`src/rtl/gather_addr_gen.sv`:
```
module gather_addr_gen #(
  parameter int VLEN = 256,
  localparam int PLEN = VLEN / 8,
  localparam int NE = VLEN / 32,
  localparam int NW = VLEN / 64
) (
  input  logic              clk,
  input  logic              rst_n,
  input  logic              in_valid,
  input  logic [63:0]       base_addr,
  input  logic [VLEN-1:0]   idx_vec,
  input  logic [PLEN-1:0]   pred,
  input  logic              wide_elem,
  input  logic              narrow_idx,
  input  logic              idx_signed,
  input  logic              scale_half,
  output logic              out_valid,
  output logic [NE-1:0]     addr_en,
  output logic [NE*64-1:0]  addr_vec
);

  always_ff @(posedge clk) begin
    if (!rst_n) out_valid <= 1'b0;
    else        out_valid <= in_valid;
  end

  for (genvar g = 0; g < NE; g++) begin : g_lane
    logic [63:0] raw64;
    logic        wpred;
    logic [31:0] lo32;
    logic [63:0] off;
    logic [63:0] sum;
    logic        act;

    if (g < NW) begin : g_wide
      assign raw64 = idx_vec[g*64 +: 64];
      assign wpred = pred[g*8];
    end else begin : g_narrow_only
      assign raw64 = '0;
      assign wpred = 1'b0;
    end

    assign lo32 = wide_elem ? raw64[31:0] : idx_vec[g*32 +: 32];
    assign off  = (wide_elem && !narrow_idx) ? raw64
                : {{32{idx_signed & lo32[31]}}, lo32};
    assign sum  = base_addr + (scale_half ? {off[62:0], 1'b0} : off);
    assign act  = in_valid && (wide_elem ? wpred : pred[g*4]);

    always_ff @(posedge clk) begin
      if (!rst_n) begin
        addr_en[g]           <= 1'b0;
        addr_vec[g*64 +: 64] <= '0;
      end else begin
        addr_en[g]           <= act;
        addr_vec[g*64 +: 64] <= act ? sum : 64'd0;
      end
    end
  end

endmodule


```
`config.mk`:
```
export PLATFORM = sky130hd
export DESIGN_NAME = gather_addr_gen
export DESIGN_NICKNAME = d
export VERILOG_FILES = /design/src/rtl/gather_addr_gen.sv
export SDC_FILE = /design/constraint.sdc
export NUM_CORES = 2
export LEC_CHECK = 0
export CAP_MARGIN = 10
export CORE_AREA = 4 4 338 340
export CTS_CLUSTER_SIZE = 28
export DETAILED_ROUTE_END_ITERATION = 16
export DIE_AREA = 0 0 342 344
export DONT_BUFFER_PORTS = 1
export PLACE_DENSITY_LB_ADDON = 0.15
export SKIP_LAST_GASP = 1
export SLEW_MARGIN = 20
export SYNTH_ARGS = -nofsm -noshare
export SYNTH_HDL_FRONTEND = slang
export SYNTH_SLANG_ARGS = --single-unit
```
`constraint.sdc`:
```
create_clock -name clk -period 9.1 [get_ports clk]
set_input_delay 1.82 -clock clk [delete_from_list [all_inputs] [get_ports clk]]
set_output_delay 1.82 -clock clk [all_outputs]
set_load 0.01 [all_outputs]
```
# Yosys cells after proc, flatten, opt, wreduce, memory -nomap -nowiden
# Cells that the tools add are included.
[totals]
reg_bits = 521
elab_cells = 81
[op_classes]
add_sub_neg = 8
muxes = 30
bitwise_logic = 8
n_reduce_logical = 18
[ops]
columns = ["operator", "n"]
rows = [
  ["64-bit 2-to-1 mux", 16],
  ["64-bit adder", 8],
  ["32-bit 2-to-1 mux", 7],
  ["2-bit AND reduction", 8],
  ["1-bit logical AND", 9],
  ["1-bit AND", 8],
  ["1-bit 2-to-1 mux", 7],
  ["1-bit zero test", 1],
]

# Depth between registers and ports, before layout
[logic_depth]
depth_word = 5
depth_mapped = 20
mapped_depth_nobuf = 16

# Least setup slack after synthesis
# No wires, ideal clock.
[synth_timing]
path_type = "input to register"
start = "in wide_elem"
end = "reg addr_vec[446]"
arrival_ns = 6.261
required_ns = 8.978
setup_slack_ns = 2.717
cell_stages = 18
n_path_buf = 5
path_cell_list = "clkbuf_1 buf_1 clkbuf_1 clkbuf_1 clkbuf_1 nor2_1 ha_1 and2b_1 o2111ai_1 nand2_1 a41oi_1 o211ai_2 a31oi_1 o41ai_2 a41oi_2 o31ai_4 a21oi_1 a311o_1"
[synth_between]
elab_chain_cells = 5
[synth_lines]
columns = ["item", "line_no", "text"]
rows = [
  ["start: declaration", "13", "input logic wide_elem,"],
  ["32-bit 2-to-1 mux", "43", "assign lo32 = wide_elem ? raw64[31:0] : idx_vec[g*32 +: 32];"],
  ["1-bit AND", "45", ": {{32{idx_signed & lo32[31]}}, lo32};"],
  ["64-bit 2-to-1 mux", "44", "assign off = (wide_elem && !narrow_idx) ? raw64"],
  ["64-bit 2-to-1 mux", "46", "assign sum = base_addr + (scale_half ? {off[62:0], 1'b0} : off);"],
  ["64-bit adder", "46", ""],
  ["end signal: indexed assignment", "55", "addr_vec[g*64 +: 64] <= act ? sum : 64'd0;"],
  ["end: declaration", "19", "output logic [NE*64-1:0] addr_vec"],
]
# Parallel ways exist; a longest one is shown, timed or not.
# A chain may end at the register's enable or synchronous reset.

# Worst setup path after layout
[layout_timing]
start = "in scale_half"
end = "reg addr_vec[121]"
[layout_between]
elab_chain_cells = 2
[layout_lines]
columns = ["item", "line_no", "text"]
rows = [
  ["start: declaration", "16", "input logic scale_half,"],
  ["64-bit 2-to-1 mux", "46", ""],
  ["64-bit adder", "46", ""],
]
# No other way between the ends.

==> results by stage <==
Pwr:
- The design draws about 8.0 mW.
- The maximum vdd ir drop is roughly 150 µV.
- The power density over cell area is ~160 nW/µm².
- Summed over all cells, the static leakage comes to 22.4 nW.

Global routing:
- The first global-routing pass estimated roughly 320,000 µm of wire.
- In the global route stage, overall resource usage came out at 0.367.
- The initial antenna violation count is 41.
- The via count of the first global-routing pass is about 44,000.
- Entering global routing, the biggest net connects roughly 320 pins.
- The residual overflow from global routing is 0.

Worst setup path:
- STA classifies the critical path endpoint as a flop.
- The data arrival time of the critical path is 7330 ps.
- The element type at the critical path start is a primary input.
- On the critical path, the stage with the largest delay is an instance of mux4_2.
- The kind of critical path is in2reg.
- The signal on the critical path passes through mux4_2 > ha_1 > a21o_1 > a31oi_1 > a211oi_2 > o21ai_0 > o41ai_2 > a31oi_1 > o41ai_2 > nand2b_1 > a41oi_1 > xor2_1 > nor2_1.
- The critical path startpoint is scale_half.
- In this design, the stage delay of the slowest critical-path cell is about 1100 ps.
- Along the worst path, the maximum fanout reaches ~320.
- The data required time of the worst path is roughly 9700 ps.

Logic synthesis:
- Among all flip-flop cells after synthesis, the most frequent one is dfxtp_1.
- The net count after synthesis is slightly below 7,000.
- The count of unique library cells instantiated by Yosys is 89.
- The share of the yosys chip area belonging to registers is 0.218.
- The share of synthesized area in the top cell type comes to 0.218.
- The fraction of synthesis flops using an asynchronous set or reset pin is 0.
- Among all cell types in the netlist, the one instantiated most often is nor2_1.
- The count of state elements after synthesis is approximately 520.
- The cell taking the most area after synthesis is dfxtp_1.
- The number of enable-type register cells in the synthesized netlist is 0.
- The area of the mapped netlist is between 40,000 and 50,000 µm².
- After synthesis, the mean cell area works out to around 7.9 µm².
- The number of warnings issued by yosys is 0.
- Counting instances in the post-synthesis netlist gives the leading cell types as nor2_1 (859), a21oi_1 (689), dfxtp_1 (521), ha_1 (508), nand2_1 (371).
- In the post-synthesis netlist, the biggest area contributors are dfxtp_1 (22%), ha_1 (13%), a21oi_1 (7.2%), nor2_1 (6.7%), a21o_1 (5.6%).
- The post-synthesis instance total is around 6,000.

STA:
- The number of slew-limit violations in the final report came to 230.
- Setup slack closes at approximately 2300 ps.
- The final count of hold timing violations is 0.
- In the finished design, the share of the clock period the worst path needs comes to 0.745.
- Timing would allow up to between 100 and 150 MHz.
- The worst hold slack is between 1000 and 1500 ps.
- The minimum period implied by the final worst setup slack is 6780 ps.
- The worst relative slew slack is -0.325.
- Setup repair after global routing left no endpoint under its margin.
- Setup violations remaining at the end of the flow were counted as 0.
- In the final timing run, aggregate negative setup slack is 0 ps.
- The pin slew with the least headroom to its limit is 1990 ps.

Placement:
- Summed over all nets, the half-perimeter wirelength after detailed placement is between 150,000 and 200,000 µm.
- The number of I/O port buffers is 0.
- Summing all placed instances gives a cell area of 48,700 µm².
- In this run, placement finished with an instance count of ~7,300.
- The routability congestion estimate is approximately 1.
- At the placement stage, the worst setup path has a slack of between 2000 and 2500 ps.

Job:
- The number of maximum-capacitance violations is 0.

Detailed routing:
- The violation count after the first detailed-route iteration is 4,888.
- The total number of vias is 46,900.
- The remaining antenna violation count after routing is 0.
- The via density per instance is roughly 6.4.
- The total iterations of the first detailed-routing run is 6.
- The number of DRC violations after detailed routing is 0.
- The detailed-route wire length per cell is about 31 µm.
- The routed wire length is around 230,000 µm.

Clock tree:
- The number of clock sinks is about 520.
- Clock-pin slew was measured on the worst setup and hold paths at 70 ps.
- The clock tree synthesis step divided the H-tree into 2 levels.
- The post-cts sizing count is 0.
- Buffers inserted during clock tree synthesis total slightly below 60.
- The cell sitting at the root of the clock tree is a clkbuf_16.
- For this design, the CTS-stage hold fixing added 0 buffers.
- The clock tree from TritonCTS is done.
- The buffer depth of the longest clock path is 3.
- The buffers inserted during post-CTS setup optimization is 0.

Finish:
- The finished layout holds about 7,400 standard cells, fillers aside.
- At the end of the flow, the number of nets in the layout was roughly 6,700.
- The final core area utilization is 0.454.
- Of the cells placed in the final design, the portion with a size suffix greater than 1 is 0.0547.
- The area growth from synthesis to layout is 5.90%.
- The finished cells cover between 50,000 and 60,000 µm².
- The number of filler cells placed in the layout is 11,400.

Floorplanning:
- In this run the standard cell core region covers roughly 110,000 µm².
- The total die area is ~120,000 µm².
- The width of the die is ~340 µm.
- just under 900 I/O pins were placed.
- After floorplanning, the core was divided into 123 placement rows.
- The height of the chip is approximately 340 µm.
- The starting density of the core is 0.429.

Worst hold path:
- The path class of the tightest hold or removal check is in2reg.
- The start point of the worst min-delay path is base_addr[63].

Outcome:
- The flow ran to the end, but the final reports show violations.
- The final reports fail on max-slew violations.
==> state kept, by name (all words and copies together), names as in the netlist <==
| signal | cells |
|---|---|
| out_valid | 1 |
| addr_en | 8 |
| addr_vec | 512 |
==> critical path, delay by kind of cell <==
family,cells,cell delay (ps)
AO/OA/AOI/OAI,8,2560
multiplexers,1,1140
adder cells (fa/ha/maj),1,400
AND/OR/NAND/NOR,2,330
XOR/XNOR,1,160
==> layout by cell type (no fill, tap or decap), types with 28 or more instances in the layout <==
master,n
o21a_1,59
o211ai_1,37
dfxtp_1,521
a21o_1,354
o21bai_1,104
a211oi_1,52
mux2i_1,207
mux2_2,33
mux4_2,84
o21ai_0,257
a21boi_0,28
and2_1,58
xor2_1,206
nand4_1,139
ha_1,508
nor2_1,859
nand2b_1,48
nand2_1,363
xnor2_1,252
a31oi_1,68
a21oi_1,687
nor3_1,78
and3_1,46
clkbuf_16,59
o31ai_1,31
nand3_1,114
inv_1,130
nor2b_1,60
==> cell type report <==
class | count | area (µm²) | area share
diodes | 24 | 60.1 | 0.00118
clock buffers | 76 | 1620 | 0.0320
clock inverters | 34 | 342 | 0.00674
inverters | 130 | 488 | 0.00963
multi-input cells | 5085 | 35700 | 0.705
flip-flops and latches | 521 | 10400 | 0.206
well taps | 1500 | 1880 | 0.0370
repair buffers | 19 | 143 | 0.00281
==> path summary, 6_finish.rpt <==
path / depth (start not counted) / endpoint / slack [ps]
hold / removal: 3 / addr_vec[255] / 1390
setup / recovery: 13 / addr_vec[121] / 2320
==> kinds of logic after synthesis <==
group                      count (synthesis)  share of synthesized area
and+or+nand+nor                         1894                      0.181
DFF                                      521                      0.218
buffers and inverters                    459                     0.0366
adders and majority gates                516                      0.136
AOI/OAI and AO/OA                       1893                      0.254
xor gates and xnor gates                 458                     0.0838
muxes                                    324                     0.0906
==> per-layer routing <==
metal	global-route usage	vias up	wire, µm
li1	-	21700	-
met4	0.225	10	16600
met5	0	-	61
met3	0.124	539	25800
met2	0.560	2241	97000
met1	0.446	22500	88500
==> where the power goes <==
group | switching [mW] | leakage (nW) | total (mW) | internal (mW)
logic | 1.83 | 17.2 | 3.03 | 1.20
registers | 0.115 | 4.23 | 2.50 | 2.38
clock network | 1.11 | 0.955 | 2.45 | 1.34
Note: power is estimated with default switching activity, not from simulation.
